**src/rtl/intr_seq_pkg.sv**
```systemverilog
package intr_seq_pkg;

    typedef enum logic [2:0] {
        ST_IDLE,
        ST_PUSH_HI,
        ST_PUSH_LO,
        ST_PUSH_ST,
        ST_VEC_LO,
        ST_VEC_HI,
        ST_LOAD
    } seq_state_t;

    typedef enum logic [1:0] {
        SRC_RESET,
        SRC_NMI,
        SRC_IRQ
    } entry_src_t;

    // status byte bit positions, msb first: N V E B D I Z C
    localparam int FLAG_N = 7;
    localparam int FLAG_V = 6;
    localparam int FLAG_E = 5;
    localparam int FLAG_B = 4;
    localparam int FLAG_D = 3;
    localparam int FLAG_I = 2;
    localparam int FLAG_Z = 1;
    localparam int FLAG_C = 0;

endpackage

```
**src/rtl/intr_req_arbiter.sv**
```systemverilog
module intr_req_arbiter (
    input  logic clk,
    input  logic rst_n,
    input  logic nmi_line,
    input  logic irq_line,
    input  logic boundary,
    input  logic cli_done,
    input  logic mask_i,
    output logic take_nmi,
    output logic take_irq
);

    logic nmi_seen_q;
    logic nmi_pend_q;
    logic irq_pend_q;
    logic nmi_edge;
    logic nmi_hit;
    logic irq_hit;
    logic irq_pick;

    always_comb begin
        nmi_edge = nmi_line & ~nmi_seen_q;
        nmi_hit  = nmi_pend_q | nmi_edge;
        irq_hit  = irq_pend_q | irq_line;
        // right after the mask was cleared, only the live line counts
        irq_pick = cli_done ? irq_line : irq_hit;
        take_nmi = boundary & nmi_hit;
        take_irq = boundary & ~nmi_hit & irq_pick & ~mask_i;
    end

    always_ff @(posedge clk or negedge rst_n) begin
        if (!rst_n) begin
            nmi_seen_q <= 1'b0;
            nmi_pend_q <= 1'b0;
            irq_pend_q <= 1'b0;
        end else begin
            nmi_seen_q <= nmi_line;
            nmi_pend_q <= nmi_hit & ~take_nmi;
            irq_pend_q <= irq_hit & ~boundary;
        end
    end

    // a line held high with nothing remembered cannot start an entry
    a_r3_nmi_level_quiet: assert property (@(posedge clk) disable iff (!rst_n)
        (nmi_line && $past(nmi_line) && !nmi_pend_q) |-> !take_nmi);

    // every boundary leaves the maskable request discarded
    a_r5_irq_dropped: assert property (@(posedge clk) disable iff (!rst_n)
        (boundary && !irq_line) |=> !irq_pend_q);

endmodule

```
**src/rtl/intr_vec_sel.sv**
```systemverilog
module intr_vec_sel
    import intr_seq_pkg::*;
#(
    parameter int          AW      = 16,
    parameter logic [15:0] NMI_VEC = 16'hFFFA,
    parameter logic [15:0] RST_VEC = 16'hFFFC,
    parameter logic [15:0] IRQ_VEC = 16'hFFFE
) (
    input  entry_src_t    src,
    output logic [AW-1:0] vec_base
);

    always_comb begin
        unique case (src)
            SRC_RESET: vec_base = AW'(RST_VEC);
            SRC_NMI:   vec_base = AW'(NMI_VEC);
            default:   vec_base = AW'(IRQ_VEC);
        endcase
    end

endmodule

```
**src/rtl/intr_frame_gen.sv**
```systemverilog
module intr_frame_gen
    import intr_seq_pkg::*;
#(
    parameter int          AW         = 16,
    parameter int          DW         = 8,
    parameter logic [7:0]  STACK_PAGE = 8'h01
) (
    input  seq_state_t    state,
    input  logic [AW-1:0] ctx_pc,
    input  logic [DW-1:0] ctx_status,
    input  logic [DW-1:0] ctx_sp,
    input  logic [AW-1:0] vec_base,
    output logic [AW-1:0] mem_addr,
    output logic [DW-1:0] mem_wdata,
    output logic          mem_we,
    output logic          mem_re
);

    localparam int          PW     = AW - DW;
    localparam logic [DW-1:0] B_MASK = DW'(1) << FLAG_B;

    logic [PW-1:0] page;
    logic [DW-1:0] sp_m1;
    logic [DW-1:0] sp_m2;

    always_comb begin
        page  = PW'(STACK_PAGE);
        sp_m1 = ctx_sp - DW'(1);
        sp_m2 = ctx_sp - DW'(2);
    end

    always_comb begin
        mem_addr  = '0;
        mem_wdata = '0;
        mem_we    = 1'b0;
        mem_re    = 1'b0;
        unique case (state)
            ST_PUSH_HI: begin
                mem_we    = 1'b1;
                mem_addr  = {page, ctx_sp};
                mem_wdata = ctx_pc[AW-1:AW-DW];
            end
            ST_PUSH_LO: begin
                mem_we    = 1'b1;
                mem_addr  = {page, sp_m1};
                mem_wdata = ctx_pc[DW-1:0];
            end
            ST_PUSH_ST: begin
                mem_we    = 1'b1;
                mem_addr  = {page, sp_m2};
                mem_wdata = ctx_status & ~B_MASK;
            end
            ST_VEC_LO: begin
                mem_re   = 1'b1;
                mem_addr = vec_base;
            end
            ST_VEC_HI: begin
                mem_re   = 1'b1;
                mem_addr = vec_base + AW'(1);
            end
            ST_IDLE, ST_LOAD: begin
                mem_we = 1'b0;
                mem_re = 1'b0;
            end
            default: begin
                mem_we = 1'b0;
                mem_re = 1'b0;
            end
        endcase
    end

endmodule

```
**src/rtl/intr_entry_seq.sv**
```systemverilog
module intr_entry_seq
    import intr_seq_pkg::*;
#(
    parameter int          AW         = 16,
    parameter int          DW         = 8,
    parameter logic [7:0]  STACK_PAGE = 8'h01,
    parameter logic [15:0] NMI_VEC    = 16'hFFFA,
    parameter logic [15:0] RST_VEC    = 16'hFFFC,
    parameter logic [15:0] IRQ_VEC    = 16'hFFFE
) (
    input  logic          clk,
    input  logic          rst_n,
    input  logic          nmi_req,
    input  logic          irq_req,
    input  logic          insn_end,
    input  logic          cli_done,
    input  logic [AW-1:0] core_pc,
    input  logic [DW-1:0] core_status,
    input  logic [DW-1:0] core_sp,
    output logic [AW-1:0] mem_addr,
    output logic [DW-1:0] mem_wdata,
    output logic          mem_we,
    output logic          mem_re,
    input  logic [DW-1:0] mem_rdata,
    output logic          busy,
    output logic          done,
    output logic [AW-1:0] new_pc,
    output logic [DW-1:0] new_status,
    output logic [AW-1:0] new_sp,
    output logic          zb_clear
);

    localparam int            PW         = AW - DW;
    localparam logic [DW-1:0] D_MASK     = DW'(1) << FLAG_D;
    localparam logic [DW-1:0] I_MASK     = DW'(1) << FLAG_I;
    localparam logic [DW-1:0] RST_STATUS = (DW'(1) << FLAG_E) | (DW'(1) << FLAG_B)
                                         | (DW'(1) << FLAG_I) | (DW'(1) << FLAG_Z);
    localparam int            FRAME_LEN  = 3;

    seq_state_t    state_q;
    seq_state_t    state_d;
    entry_src_t    src_q;
    logic [AW-1:0] ctx_pc_q;
    logic [DW-1:0] ctx_st_q;
    logic [DW-1:0] ctx_sp_q;
    logic [DW-1:0] vec_lo_q;
    logic          boundary;
    logic          take_nmi;
    logic          take_irq;
    logic [AW-1:0] vec_base;

    assign boundary = insn_end & (state_q == ST_IDLE);

    intr_req_arbiter u_arb (
        .clk      (clk),
        .rst_n    (rst_n),
        .nmi_line (nmi_req),
        .irq_line (irq_req),
        .boundary (boundary),
        .cli_done (cli_done),
        .mask_i   (core_status[FLAG_I]),
        .take_nmi (take_nmi),
        .take_irq (take_irq)
    );

    intr_vec_sel #(
        .AW      (AW),
        .NMI_VEC (NMI_VEC),
        .RST_VEC (RST_VEC),
        .IRQ_VEC (IRQ_VEC)
    ) u_vec (
        .src      (src_q),
        .vec_base (vec_base)
    );

    intr_frame_gen #(
        .AW         (AW),
        .DW         (DW),
        .STACK_PAGE (STACK_PAGE)
    ) u_frame (
        .state      (state_q),
        .ctx_pc     (ctx_pc_q),
        .ctx_status (ctx_st_q),
        .ctx_sp     (ctx_sp_q),
        .vec_base   (vec_base),
        .mem_addr   (mem_addr),
        .mem_wdata  (mem_wdata),
        .mem_we     (mem_we),
        .mem_re     (mem_re)
    );

    // next-state logic
    always_comb begin
        state_d = state_q;
        unique case (state_q)
            ST_IDLE:    if (take_nmi || take_irq) state_d = ST_PUSH_HI;
            ST_PUSH_HI: state_d = ST_PUSH_LO;
            ST_PUSH_LO: state_d = ST_PUSH_ST;
            ST_PUSH_ST: state_d = ST_VEC_LO;
            ST_VEC_LO:  state_d = ST_VEC_HI;
            ST_VEC_HI:  state_d = ST_LOAD;
            ST_LOAD:    state_d = ST_IDLE;
            default:    state_d = ST_IDLE;
        endcase
    end

    // state register and captured context
    always_ff @(posedge clk or negedge rst_n) begin
        if (!rst_n) begin
            state_q  <= ST_VEC_LO;
            src_q    <= SRC_RESET;
            ctx_pc_q <= '0;
            ctx_st_q <= '0;
            ctx_sp_q <= '0;
            vec_lo_q <= '0;
        end else begin
            state_q <= state_d;
            if (state_q == ST_IDLE && (take_nmi || take_irq)) begin
                src_q    <= take_nmi ? SRC_NMI : SRC_IRQ;
                ctx_pc_q <= core_pc;
                ctx_st_q <= core_status;
                ctx_sp_q <= core_sp;
            end
            if (state_q == ST_VEC_HI) vec_lo_q <= mem_rdata;
        end
    end

    // result outputs
    always_comb begin
        busy     = (state_q != ST_IDLE);
        done     = (state_q == ST_LOAD);
        new_pc   = {mem_rdata, vec_lo_q};
        zb_clear = done & (src_q == SRC_RESET);
        if (src_q == SRC_RESET) begin
            new_status = RST_STATUS;
            new_sp     = {PW'(STACK_PAGE), {DW{1'b1}}};
        end else begin
            new_status = (ctx_st_q & ~D_MASK) | I_MASK;
            new_sp     = {PW'(STACK_PAGE), ctx_sp_q - DW'(FRAME_LEN)};
        end
    end

    // consecutive pushes step the stack address down by one
    a_r6_push_walk: assert property (@(posedge clk) disable iff (!rst_n)
        (state_q == ST_PUSH_HI) |=> (mem_we && mem_addr == AW'($past(mem_addr) - AW'(1))));

    // the second vector read follows the first at the next address
    a_r7_vec_pair: assert property (@(posedge clk) disable iff (!rst_n)
        (state_q == ST_VEC_LO) |=> (mem_re && mem_addr == AW'($past(mem_addr) + AW'(1))));

    // the completion pulse lasts one cycle and frees the sequencer
    a_r8_done_single: assert property (@(posedge clk) disable iff (!rst_n)
        done |=> (!done && !busy));

    // one access per cycle on the port
    a_r11_one_access: assert property (@(posedge clk) disable iff (!rst_n)
        !(mem_we && mem_re));

    // every write lands inside the stack page
    a_r12_stack_page: assert property (@(posedge clk) disable iff (!rst_n)
        mem_we |-> (mem_addr[AW-1:DW] == PW'(STACK_PAGE)));

    // a boundary strobe during a sequence does not restart it
    a_r11_busy_ignore: assert property (@(posedge clk) disable iff (!rst_n)
        (busy && insn_end && state_q != ST_LOAD) |=> busy);

endmodule

```
**config.mk**
```make
export PLATFORM = sky130hd
export DESIGN_NAME = intr_entry_seq
export DESIGN_NICKNAME = d
export VERILOG_FILES = /design/src/rtl/intr_seq_pkg.sv /design/src/rtl/intr_req_arbiter.sv /design/src/rtl/intr_vec_sel.sv /design/src/rtl/intr_frame_gen.sv /design/src/rtl/intr_entry_seq.sv
export SDC_FILE = /design/constraint.sdc
export NUM_CORES = 1
export LEC_CHECK = 0
export BUFFER_PORTS_ARGS = -buffer_cell sky130_fd_sc_hd__buf_2
export CORE_MARGIN = 3
export CORE_UTILIZATION = 49
export CTS_CLUSTER_DIAMETER = 150
export DETAILED_ROUTE_END_ITERATION = 8
export PLACE_DENSITY = 0.8
export SLEW_MARGIN = 20
export SYNTH_ARGS = -nofsm -noshare
export SYNTH_HDL_FRONTEND = slang
export SYNTH_SLANG_ARGS = --single-unit
```
**constraint.sdc**
```tcl
create_clock -name clk -period 2.2 [get_ports clk]
set_input_delay 0.11 -clock clk [delete_from_list [all_inputs] [get_ports clk]]
set_output_delay 0.11 -clock clk [all_outputs]
set_load 0.05 [all_outputs]
```
==> reports/qor.txt <==
status -> completed
antenna cell count -> 0
Design Area, Final -> 3880 um2
post-synthesis mux area share -> 17.7%
Final #Nets -> 454
clk slew on worst S/H paths -> 0.08 ns
first-pass GRT wire length -> 12,200 um
R2R Setup Slk -> 0.25 ns
number of CTS-inserted buffers -> 5
fraction of the mapped netlist area in simple logic gates -> 13.7%
htree depth -> 2
Inst Count DP -> 451
routed vias/inst -> 5.25
Longest Clk Path Bufs -> 2
Antenna Nets Post-Route -> 0
initial DRC count -> 111
Netlist cell types -> 52
Setup Crit Path Kind -> reg -> out
ys flop type -> dfrtp_1
Max Slew Vio Count -> 0
Crit. End Element -> output port
Total GRT Usage -> 21.0%
fin crit share -> 95.7%
Area after DPL -> 3590 um2
Slew HR -> 66.5%
required time of the critical path -> 2.09 ns
main combinational cell family by area after synthesis -> multiplexers
Synth Instances -> 288
synth warn -> 0
share of layout cells above drive strength 1 -> 54.8%
initial antenna violation count -> 0
FF-to-FF path depth -> 7
Max Fclk -> 475 MHz
Setup violations, final -> 0
clk sinks -> 48
post-route minimum period -> 2.11 ns
slowest cell on the critical path -> dfrtp_2
sequential area share after synthesis -> 40.1%
MaxCap Viol Count -> 0
number of synthesized flops with an enable pin -> 0
area delta synth->final -> 29.5%
PnR worst setup slack -> 0.0948 ns
RSZ-0062 raised after global routing -> yes
crit-path cells -> inv_1 -> ha_2 -> nor2b_4 -> clkinvlp_4 -> o21a_4 -> clkbuf_4
chip height -> 84.2 um
routed via count -> 2,480
RR Endpoint -> ctx_sp_q[2]
Initial Util -> 52.5%
WHS Path Cells -> 2
slowest stage delay, CP -> 0.40 ns
mapped cell area -> 3000 um2
xor and xnor area share after synthesis -> 1.75%
Final Wtd Congestion -> 0.875
clk_skew -> 0.00590 ns
# DRC -> 0
Synth area leaders -> dfrtp_1 (39%), mux2_2 (17%), buf_4 (6.5%), ha_1 (3.8%), a21oi_1 (2.7%)
dpl ws -> 0.184 ns
HP Start -> core_status[0]
largest net degree at the start of global routing -> 32
width of the die -> 84.2 um
die area -> 7090 um2
io pins -> 115
Syn Area/Cell -> 10.4 um2
synth cell count leaders -> dfrtp_1 (47), mux2_2 (44), buf_4 (26)
area of the core -> 5710 um2
Post-Route WL -> 7400 um
crit path DAT -> 2.00 ns
Root Driver -> clkbuf_8
reg2reg start -> state_q[1]
Site Rows -> 27
CP Launch Type -> flip-flop
Skew-Pair Late Insertion Delay -> 0.29 ns
gr ovfl total -> 0
post-synthesis adder-cell area fraction -> 3.76%
HP Class -> in -> reg
most common cell in the netlist -> dfrtp_1
hold path endpoint -> ctx_st_q[0]
final hold viol count -> 0
wire per inst -> 15.7 um
CTS tree -> done
largest area contributor in the netlist -> dfrtp_1
ys async rst share -> 100%
detailed-placement wirelength estimate -> 5620 um
Max FO, Critical Path -> 5
top cell type's share of synthesized area -> 39.3%
Filler Cell Count -> 473
Post-Layout Cell Count -> 472
Synth Register Bits -> 48
# port buffers -> 104
Worst-Margin Slew -> 0.499 ns
Synth Area in Compound Gates -> 12.5%
vias in the first global route -> 2,493
Pre-antenna DRT Iters -> 4
cells by family (layout without fill, tap and decap cells):
kind of cell | count (synthesis) | after routing
AO/OA/AOI/OAI | 56 | 56
XOR/XNOR | 6 | 6
adder cells (fa/ha/maj) | 9 | 9
buffers and inverters | 48 | 152
flip-flops | 48 | 48
multiplexers | 47 | 47
other | 2 | 10
AND/OR/NAND/NOR | 72 | 72
stage by stage:
stage | hold WS, ns | TNS, ns | util [%]
6_report | 0.0336 | 0 | 68.0
5_1_grt | 0.0282 | -0.0356 | 68.0
4_1_cts | 0.0230 | 0 | 65.9
3_5_place_dp | 0.0667 | 0 | 62.8
3_3_place_gp | 0.0599 | 0 | 62.8
2_1_floorplan | -0.186 | -0.151 | -
layout make-up:
| type | count | area (um2) | share of cell area, % |
|---|---|---|---|
| sequential | 48 | 1210 | 31.1 |
| timing repair buffer | 133 | 769 | 19.8 |
| clock inverter | 1 | 30.0 | 0.774 |
| inverter | 11 | 45.0 | 1.16 |
| tap | 72 | 90.1 | 2.32 |
| clock buffer | 7 | 76.3 | 1.97 |
| multi-input combinational | 200 | 1660 | 42.9 |
flip-flops by register name, summed over array words and instances (netlist names):
signal            count
vec_lo_q              8
u_arb.nmi_pend_q      1
ctx_st_q              8
ctx_sp_q              8
src_q                 2
u_arb.nmi_seen_q      1
u_arb.irq_pend_q      1
ctx_pc_q             16
state_q               3
layout by cell type (no fill, tap or decap), types with 3 or more instances in the layout:
master and instances:
buf_2 101, mux2_2 44, dfrtp_1 44, buf_4 26
nor2_1 16, nand2_1 13, a21oi_1 12, conb_1 10
inv_1 9, nand2b_1 8, ha_1 8, a22oi_1 7
o21ai_0 5, clkbuf_8 5, nor3_1 4, a21oi_2 4
nand3b_1 3, nor2b_1 3, o21ai_1 3, o21a_4 3
and2_1 3, xnor2_1 3, xor2_1 3, mux2_1 3
dfrtp_2 3, dlygate4sd3_1 3
how the worst max path moves through the flow:
stage	end	startpoint	depth (start not counted)	slack (ns)
detailed placement	mem_addr[5]	state_q[1]	6	0.18
floorplan	mem_addr[0]	state_q[1]	5	-0.14
CTS	mem_addr[5]	ctx_sp_q[1]	7	0.004
global route	mem_addr[4]	ctx_sp_q[1]	6	-0.03
finish	mem_addr[2]	state_q[1]	6	0.09
global placement	mem_addr[6]	ctx_sp_q[1]	7	0.13
critical path, delay by kind of cell, from the launching register on:
kind,cells,cell delay [ns]
AO/OA/AOI/OAI,1,0.16
adder cells (fa/ha/maj),1,0.37
buffers and inverters,3,0.52
flip-flops,1,0.40
AND/OR/NAND/NOR,1,0.25
repair_timing:
| action | CTS | global route |
|---|---|---|
| endpoints found under the setup margin | 13 | 16 |
| hold buffers | 3 | 0 |
| pin swaps | 0 | 2 |
| setup buffers | 3 | 7 |
| hold endpoints to repair | 17 | 0 |
| gates resized for setup | 7 | 21 |
layer usage:
layer | routed length, um | GRT usage, % | share of wire [%]
met4 | 38 | 4.09 | 0.51
met1 | 3220 | 29.2 | 44
met5 | 0 | 0 | 0
met2 | 3620 | 34.2 | 49
met3 | 514 | 4.12 | 7.0
Power is left out: the tool's default activity adds up to more than one toggle a clock period on the data nets, which glitch-free logic cannot reach.
